===== src/rtl/rtc_cal_pkg.sv =====
package rtc_cal_pkg;

    localparam int NUM_FIELDS = 8;
    localparam int FIELD_W    = 8;
    localparam int ADDR_W     = 4;
    localparam int IDX_W      = $clog2(NUM_FIELDS);
    localparam int TE_BIT     = 7;

    localparam logic [ADDR_W-1:0] CTRL_ADDR = 4'hF;
    localparam int F_SEC = 0, F_MIN = 1, F_HR = 2, F_DOW = 3;
    localparam int F_DATE = 4, F_MON = 5, F_YR = 6, F_CEN = 7;

    typedef logic [FIELD_W-1:0] fld_t;
    typedef logic [NUM_FIELDS-1:0][FIELD_W-1:0] cal_t;

    typedef struct packed {
        cal_t                  run;
        cal_t                  vis;
        logic [NUM_FIELDS-1:0] dirty;
        logic                  te;
    } state_t;

    function automatic fld_t field_mask(input logic [IDX_W-1:0] idx);
        case (idx)
            IDX_W'(F_SEC), IDX_W'(F_MIN):  return 8'h7F;
            IDX_W'(F_HR), IDX_W'(F_DATE):  return 8'h3F;
            IDX_W'(F_DOW):                 return 8'h07;
            IDX_W'(F_MON):                 return 8'h1F;
            default:                       return 8'hFF;
        endcase
    endfunction

    // {carry, next}: wraps to first once v reaches last, else BCD +1
    function automatic logic [FIELD_W:0] bcd_step(input fld_t v, input fld_t last,
                                                  input fld_t first);
        if (v >= last)
            return {1'b1, first};
        else if (v[3:0] >= 4'd9)
            return {1'b0, v[7:4] + 4'd1, 4'h0};
        else
            return {1'b0, v[7:4], v[3:0] + 4'd1};
    endfunction

    function automatic cal_t reset_cal();
        cal_t c;
        c        = '0;
        c[F_DOW]  = 8'h01;
        c[F_DATE] = 8'h01;
        c[F_MON]  = 8'h01;
        c[F_CEN]  = 8'h20;
        return c;
    endfunction

endpackage


===== src/rtl/rtc_month_len.sv =====
module rtc_month_len
    import rtc_cal_pkg::*;
(
    input  fld_t month,
    input  fld_t year,
    output fld_t last_day
);
    logic [7:0] year_bin;
    logic       leap;

    always_comb begin
        year_bin = {4'b0, year[7:4]} * 8'd10 + {4'b0, year[3:0]};
        leap     = (year_bin[1:0] == 2'b00);
        case (month)
            8'h02:                      last_day = leap ? 8'h29 : 8'h28;
            8'h04, 8'h06, 8'h09, 8'h11: last_day = 8'h30;
            default:                    last_day = 8'h31;
        endcase
    end
endmodule


===== src/rtl/rtc_cal_adv.sv =====
module rtc_cal_adv
    import rtc_cal_pkg::*;
(
    input  cal_t cur,
    output cal_t nxt
);
    fld_t             last_day;
    logic [FIELD_W:0] st;
    logic             carry;

    rtc_month_len u_mlen (
        .month    (cur[F_MON]),
        .year     (cur[F_YR]),
        .last_day (last_day)
    );

    always_comb begin
        nxt   = cur;
        st    = bcd_step(cur[F_SEC], 8'h59, 8'h00);
        nxt[F_SEC] = st[FIELD_W-1:0];
        carry = st[FIELD_W];
        if (carry) begin
            st = bcd_step(cur[F_MIN], 8'h59, 8'h00);
            nxt[F_MIN] = st[FIELD_W-1:0];
            carry = st[FIELD_W];
        end
        if (carry) begin
            st = bcd_step(cur[F_HR], 8'h23, 8'h00);
            nxt[F_HR] = st[FIELD_W-1:0];
            carry = st[FIELD_W];
        end
        if (carry) begin
            st = bcd_step(cur[F_DOW], 8'h07, 8'h01);
            nxt[F_DOW] = st[FIELD_W-1:0];
            st = bcd_step(cur[F_DATE], last_day, 8'h01);
            nxt[F_DATE] = st[FIELD_W-1:0];
            carry = st[FIELD_W];
        end
        if (carry) begin
            st = bcd_step(cur[F_MON], 8'h12, 8'h01);
            nxt[F_MON] = st[FIELD_W-1:0];
            carry = st[FIELD_W];
        end
        if (carry) begin
            st = bcd_step(cur[F_YR], 8'h99, 8'h00);
            nxt[F_YR] = st[FIELD_W-1:0];
            carry = st[FIELD_W];
        end
        if (carry) begin
            st = bcd_step(cur[F_CEN], 8'h99, 8'h00);
            nxt[F_CEN] = st[FIELD_W-1:0];
        end
    end
endmodule


===== src/rtl/rtc_bcd_calendar.sv =====
module rtc_bcd_calendar
    import rtc_cal_pkg::*;
(
    input  logic              clk,
    input  logic              rst_n,
    input  logic              tick_1hz,
    input  logic              bus_we,
    input  logic [ADDR_W-1:0] bus_addr,
    input  logic [FIELD_W-1:0] bus_wdata,
    output logic [FIELD_W-1:0] bus_rdata
);
    state_t          s_d, s_q;
    cal_t            adv_time;
    cal_t            run_next;
    logic            field_sel;
    logic            ctrl_sel;
    logic [IDX_W-1:0] idx;
    fld_t            wval;

    rtc_cal_adv u_adv (
        .cur (s_q.run),
        .nxt (adv_time)
    );

    always_comb begin
        field_sel = (bus_addr < ADDR_W'(NUM_FIELDS));
        ctrl_sel  = (bus_addr == CTRL_ADDR);
        idx       = bus_addr[IDX_W-1:0];
        wval      = bus_wdata & field_mask(idx);
        run_next  = tick_1hz ? adv_time : s_q.run;

        s_d     = s_q;
        s_d.run = run_next;
        if (s_q.te) begin
            if (bus_we && field_sel)
                s_d.run[idx] = wval;
            if (bus_we && ctrl_sel && !bus_wdata[TE_BIT])
                s_d.te = 1'b0;
            s_d.vis = s_d.run;
        end else begin
            if (bus_we && field_sel) begin
                s_d.vis[idx]   = wval;
                s_d.dirty[idx] = 1'b1;
            end
            if (bus_we && ctrl_sel && bus_wdata[TE_BIT]) begin
                for (int i = 0; i < NUM_FIELDS; i++)
                    if (s_q.dirty[i])
                        s_d.run[i] = s_q.vis[i];
                s_d.dirty = '0;
                s_d.te    = 1'b1;
                s_d.vis   = s_d.run;
            end
        end
    end

    always_ff @(posedge clk or negedge rst_n) begin
        if (!rst_n) begin
            s_q.run   <= reset_cal();
            s_q.vis   <= reset_cal();
            s_q.dirty <= '0;
            s_q.te    <= 1'b1;
        end else begin
            s_q <= s_d;
        end
    end

    always_comb begin
        if (field_sel)
            bus_rdata = s_q.vis[idx];
        else if (ctrl_sel)
            bus_rdata = FIELD_W'(s_q.te) << TE_BIT;
        else
            bus_rdata = '0;
    end
endmodule


===== config.mk =====
export PLATFORM = sky130hd
export DESIGN_NAME = rtc_bcd_calendar
export DESIGN_NICKNAME = d
export VERILOG_FILES = /design/src/rtl/rtc_cal_pkg.sv /design/src/rtl/rtc_month_len.sv /design/src/rtl/rtc_cal_adv.sv /design/src/rtl/rtc_bcd_calendar.sv
export SDC_FILE = /design/constraint.sdc
export NUM_CORES = 1
export LEC_CHECK = 0
export BUFFER_PORTS_ARGS = -buffer_cell sky130_fd_sc_hd__buf_2
export CAP_MARGIN = 0
export CORE_MARGIN = 2
export CORE_UTILIZATION = 25
export DETAILED_ROUTE_END_ITERATION = 10
export HOLD_SLACK_MARGIN = 0.03
export PLACE_DENSITY = 0.4
export SYNTH_ARGS = -nofsm -noshare
export SYNTH_HDL_FRONTEND = slang
export SYNTH_SLANG_ARGS = --single-unit

===== constraint.sdc =====
create_clock -name clk -period 4.1 [get_ports clk]
set_input_delay 0.82 -clock clk [delete_from_list [all_inputs] [get_ports clk]]
set_output_delay 0.82 -clock clk [all_outputs]
set_load 0.01 [all_outputs]

==> Word-level counts from Yosys, hierarchy flattened <==
Cells that the tools add are included.
{ "op_classes": {"bitwise": 3, "n_addsub": 17, "mux": 55, "n_mul": 1, "n_eq_ne": 11, "n_lt_le_gt_ge": 19, "div_mod_pow": 0, "n_reduce_logical": 14, "shift": 0} }
{ "op_table": {"columns": ["operator", "count"], "rows": [
  ["$mux 8", 27],
  ["$mux 137", 1],
  ["$bwmux 64", 2],
  ["$mux 128", 1],
  ["$mux 64", 2],
  ["$mux 72", 1],
  ["$add 4x1->4 const B", 16],
  ["$mux 9", 6],
  ["$ge 4x4->1 const B", 8],
  ["$pmux 8 s4", 1],
  ["$bmux 8 s3", 1],
  ["$demux 8 s3", 1],
  ["$eq 8x3->1 const B", 2],
  ["$ge 8x7->1 const B", 2],
  ["$ge 8x8->1 const B", 2],
  ["$mux 16", 1],
  ["$pmux 5 s2", 1],
  ["$mux 1", 9],
  ["$and 8x8->8", 1],
  ["$eq 8x2->1 const B", 1],
  ["$eq 8x4->1 const B", 1],
  ["$eq 8x5->1 const B", 1],
  ["$ge 8x3->1 const B", 1],
  ["$ge 8x5->1 const B", 1],
  ["other kinds (23)", 30]
]} }
{ "totals": {"regBits": 137, "romBits": 0, "ramBits": 0, "output_inout_bits": 8, "memories": 0, "latchBits": 0} }

==> Logic depth before layout (Yosys ltp) <==
{ "logic_depth": {"depth_word": 15, "ltp_mapped": 17, "mapped_depth_nobuf": 15} }

==> Modules after synthesis <==
From an unflattened synthesis, not the netlist that was laid out.
{ "hier_totals": {"hier_cells": 1344, "area_unflattened_um2": 10825.4} }
{ "by_module_without_submodules": {"columns": ["module", "cells_per_inst", "area_each_um2", "n_inst"], "rows": [
  ["rtc_bcd_calendar", 980, 8389.3, 1],
  ["rtc_cal_adv", 342, 2275.9, 1],
  ["rtc_month_len", 22, 160.2, 1]
]} }

==> Worst setup path before layout <==
No wires, ideal clock.
{ "synth_timing": {"kind": "register to register", "startpoint": "reg s_q[113] in the netlist's numbering", "endpoint": "reg s_q[67] in the netlist's numbering", "path_slack_ns": 0.817, "setup_time_ns": 0.126, "arrival_time_ns": 3.157, "required_ns": 3.974, "stages_incl_launch_ff": 17, "path_cell_list": "dfstp_2 -> inv_1 -> ha_1 -> o211ai_1 -> a21oi_1 -> a31oi_1 -> nor3_1 -> a21oi_1 -> ha_1 -> nor4b_2 -> o221ai_2 -> and4_4 -> buf_6 -> nand3_2 -> a2bb2oi_2 -> a21oi_1 -> o32a_1"} }
{ "synth_between": {"elab_chain_cells": 13} }
{ "synth_lines": {"columns": ["item", "line_no", "source"], "rows": [
  ["start, declared", "rtc_bcd_calendar.sv:12", "state_t s_d, s_q;"],
  ["$eq 8x3->1, or another cell as far along", "rtc_month_len.sv:14", "case (month)"],
  ["$reduce_or 4->1", "rtc_month_len.sv:14", null],
  ["$pmux 5 s2", "rtc_month_len.sv:14", null],
  ["$ge 8x6->1", "rtc_cal_pkg.sv:36", "if (v >= last)"],
  ["$mux 9", "rtc_cal_pkg.sv:36", null],
  ["$mux 1", "rtc_cal_adv.sv:32", "if (carry) begin"],
  ["$mux 1 *", "rtc_cal_adv.sv:39", "if (carry) begin"],
  ["$mux 1 *", "rtc_cal_adv.sv:44", "if (carry) begin"],
  ["$mux 8 *", "rtc_cal_adv.sv:49", "if (carry) begin"],
  ["$mux 64 *", "rtc_bcd_calendar.sv:30", "run_next = tick_1hz ? adv_time : s_q.run;"],
  ["$mux 8 / $bwmux 64 (equally long branches)", "rtc_bcd_calendar.sv:47, rtc_bcd_calendar.sv:36", null],
  ["$mux 137 / $mux 64 (equally long branches)", "rtc_bcd_calendar.sv:45, rtc_bcd_calendar.sv:35", null],
  ["$mux 128 *", "rtc_bcd_calendar.sv:34", "if (s_q.te) begin"]
]} }
Mark *: on every way between the ends. The rest lies on a longest branch, timed or not.
A chain may end at the register's enable or synchronous reset.

==> Final worst setup path <==
Same ends and word-level chain as after synthesis.

==> run metrics <==
CP max FO 23; Cell Pwr Density 644 nW/um^2; number of global-route vias before repair 9919; hold buffer count at CTS 0; Post-CTS Setup Repair Bufs 0; Req. time, crit path 4.44 ns; leakage 0.00504 uW; unrepaired setup endpoints after global routing false; layout cell share with drive strength beyond 1 0.140; CTS clk-pin slew, worst paths 0.07 ns; DR pass1 iterations 5; Reg2Reg Depth 14; max_cap viols 0; Post-Route Skew 0.0108 ns; Iteration-0 DRC Markers 951; std cell rows 75; TritonCTS clock tree built; most frequent cell after synthesis nand2_1; DR vias/cell 5.53; largest area contributor in the netlist dfrtp_1; Post-synth EDFFs 0; Largest Register s_q; crit path cell chain ha_1, nand3b_1, a21oi_1, a31oi_1, nor3_1, nor2_1, ha_1, a21oi_1, o221ai_2, nand4_4, a211o_1, a2bb2oi_2, a21oi_1, o32a_1; Yosys top cell area share 0.304; fraction of synthesized area in multiplexers 0.0588; Syn-to-layout area delta 13.7%; Crit path largest cell delay 0.57 ns; routed vias 10100; Ys Warns 0; post-synthesis sequential area ratio 0.326; Compound-Gate Fraction of Synth Area 0.281; Post-Synth Adder-Cell Area 0.0606; crit share post-route 0.917; main area contributors after synthesis dfrtp_1 (30%), nand2_1 (6.5%), ha_1 (6.1%), a21oi_1 (4.6%), nor2_1 (4.2%); main flop type after synthesis dfrtp_1; Hold Path Class in -> async; net count after synthesis 1344; # port buffers 23; Clock Tree Root clkbuf_16; fin crit period 3.76 ns; core footprint 41800 um^2; worst slew pin tran 0.868 ns; Gate Count Post-Synth 1277; FF/Latch Area 3440 um^2; f_max 266 MHz; first-pass GRT wire length 67000 um; die width 209 um; crit end category flop; Synth Area per Inst 8.25 um^2; WL final 45100 um; status finished clean; Slowest cell on crit path dfstp_2; final setup fails 0; fin nets 1349; GRT Util Overall 0.209; Post-Synth Simple-Gate Area 0.212; final hold vios 0; worst skew pair latency 0.46 ns; CTS resizes 0; DRC errors left 0; initial core utilization 0.252; Die H 209 um; Inserted Clock Buffers 17; Cell Area, Synth 10500 um^2; area post-placement 11400 um^2; critical path data arrival time 4.09 ns; Slew Viols, Final 0; H-tree Lvls 4; antenna violations before repair 2; XOR/XNOR share of the synthesized area 0.00665; post-route cell area 12000 um^2; area occupied by multi-input gates 6530 um^2; startpoint types flop; post-synth cell types 104; DP Wirelength 32600 um; IO Pins 24; Fill cells 4450; VDD IR max 0.357 mV; GRT overflow 0; CTS Buffer Depth 2; Routed Antenna Nets 0; Worst Setup Path Type reg -> reg; GP Congestion 0.896; largest family of logic cells by synthesized area compound AO/OA/AOI/OAI gates; Die ar. 43800 um^2; Largest register FFs 136; fraction of registers with async set/reset 1.00; biggest regs s_q x136; crit-path most repeated cell a21oi_1; Seq cells post-synth 137; WL/cell 24.6 um; max_slew headroom 0.421; pin count of the biggest net entering global routing 80; top cells by count, synth nand2_1 (182), dfrtp_1 (128), nor2_1 (119), a21oi_1 (97), o21ai_0 (89); setup TNS 0 ns; clk sinks 137
[layout make-up]
type / instances / share of cell area
Sequential cell: 137 / 0.287
Tap cell: 539 / 0.0563
Timing Repair Buffer: 76 / 0.0465
Inverter: 42 / 0.0132
Clock inverter: 12 / 0.0147
Antenna cell: 1 / 0.000209
Multi-Input combinational cell: 1008 / 0.545
Clock buffer: 20 / 0.0373
[layout by cell type, fill, tap and decap left out, types with 38 or more instances in the layout]
cell     count
nand2_1    182
nand3_1     38
buf_4       50
a31oi_1     62
ha_1        51
nor2_1     117
o21ai_0     89
a21oi_1     97
inv_1       42
dfrtp_1    128
[layer usage]
metal	share of wire	up-vias	global-route usage
li1	-	4726	-
met4	0.033	2	0.0798
met1	0.46	5021	0.283
met3	0.061	70	0.0420
met5	0.00029	-	0
met2	0.45	321	0.328
[power by group]
| group | internal [uW] | leakage, uW | switching, uW |
|---|---|---|---|
| logic | 1280 | 0.00305 | 1990 |
| clock network | 1030 | 0.000288 | 678 |
| registers | 1910 | 0.00170 | 835 |
[through the flow]
step | total power [uW] | hold WS (ns) | std cells | utilization | worst slack [ns]
2_1_floorplan | 4770 | 0.464 | 1277 | - | 0.817
3_3_place_gp | 5990 | 0.521 | 1802 | 0.272 | 0.446
3_5_place_dp | 5970 | 0.537 | 1802 | 0.272 | 0.395
4_1_cts | 7720 | 0.465 | 1834 | 0.287 | 0.386
5_1_grt | 8260 | 0.472 | 1834 | 0.287 | 0.0433
6_report | 7720 | 0.412 | 1835 | 0.287 | 0.342
[worst paths after layout]
| check | slack (ns) | startpoint | to |
|---|---|---|---|
| worst min register to register | 0.54 | s_q[33] | s_q[33] |
| min in group clk | 0.54 | s_q[33] | s_q[33] |
| max in group asynchronous | 2.76 | rst_n | s_q[49] |
| worst max register to register | 0.34 | s_q[113] | s_q[67] |
| worst max-delay path | 0.34 | s_q[113] | s_q[67] |
| worst min-delay path | 0.41 | rst_n | s_q[56] |
[critical path: cells and delay by family, from the launching register on]
family	cells	cell delay [ns]
compound gates	8	1.68
simple gates	4	0.84
flops	1	0.57
fa+ha+maj	2	0.53
[kinds of logic (layout without fill, tap and decap cells)]
family                   count (synthesis)  after routing
other                                    0              1
multiplexers                            41             41
XOR/XNOR                                 8              8
AND/OR/NAND/NOR                        470            470
flip-flops                             137            137
buffers and inverters                  132            150
adder cells (fa/ha/maj)                 51             51
AO/OA/AOI/OAI                          438            438
(Power assumes the default switching activity.)
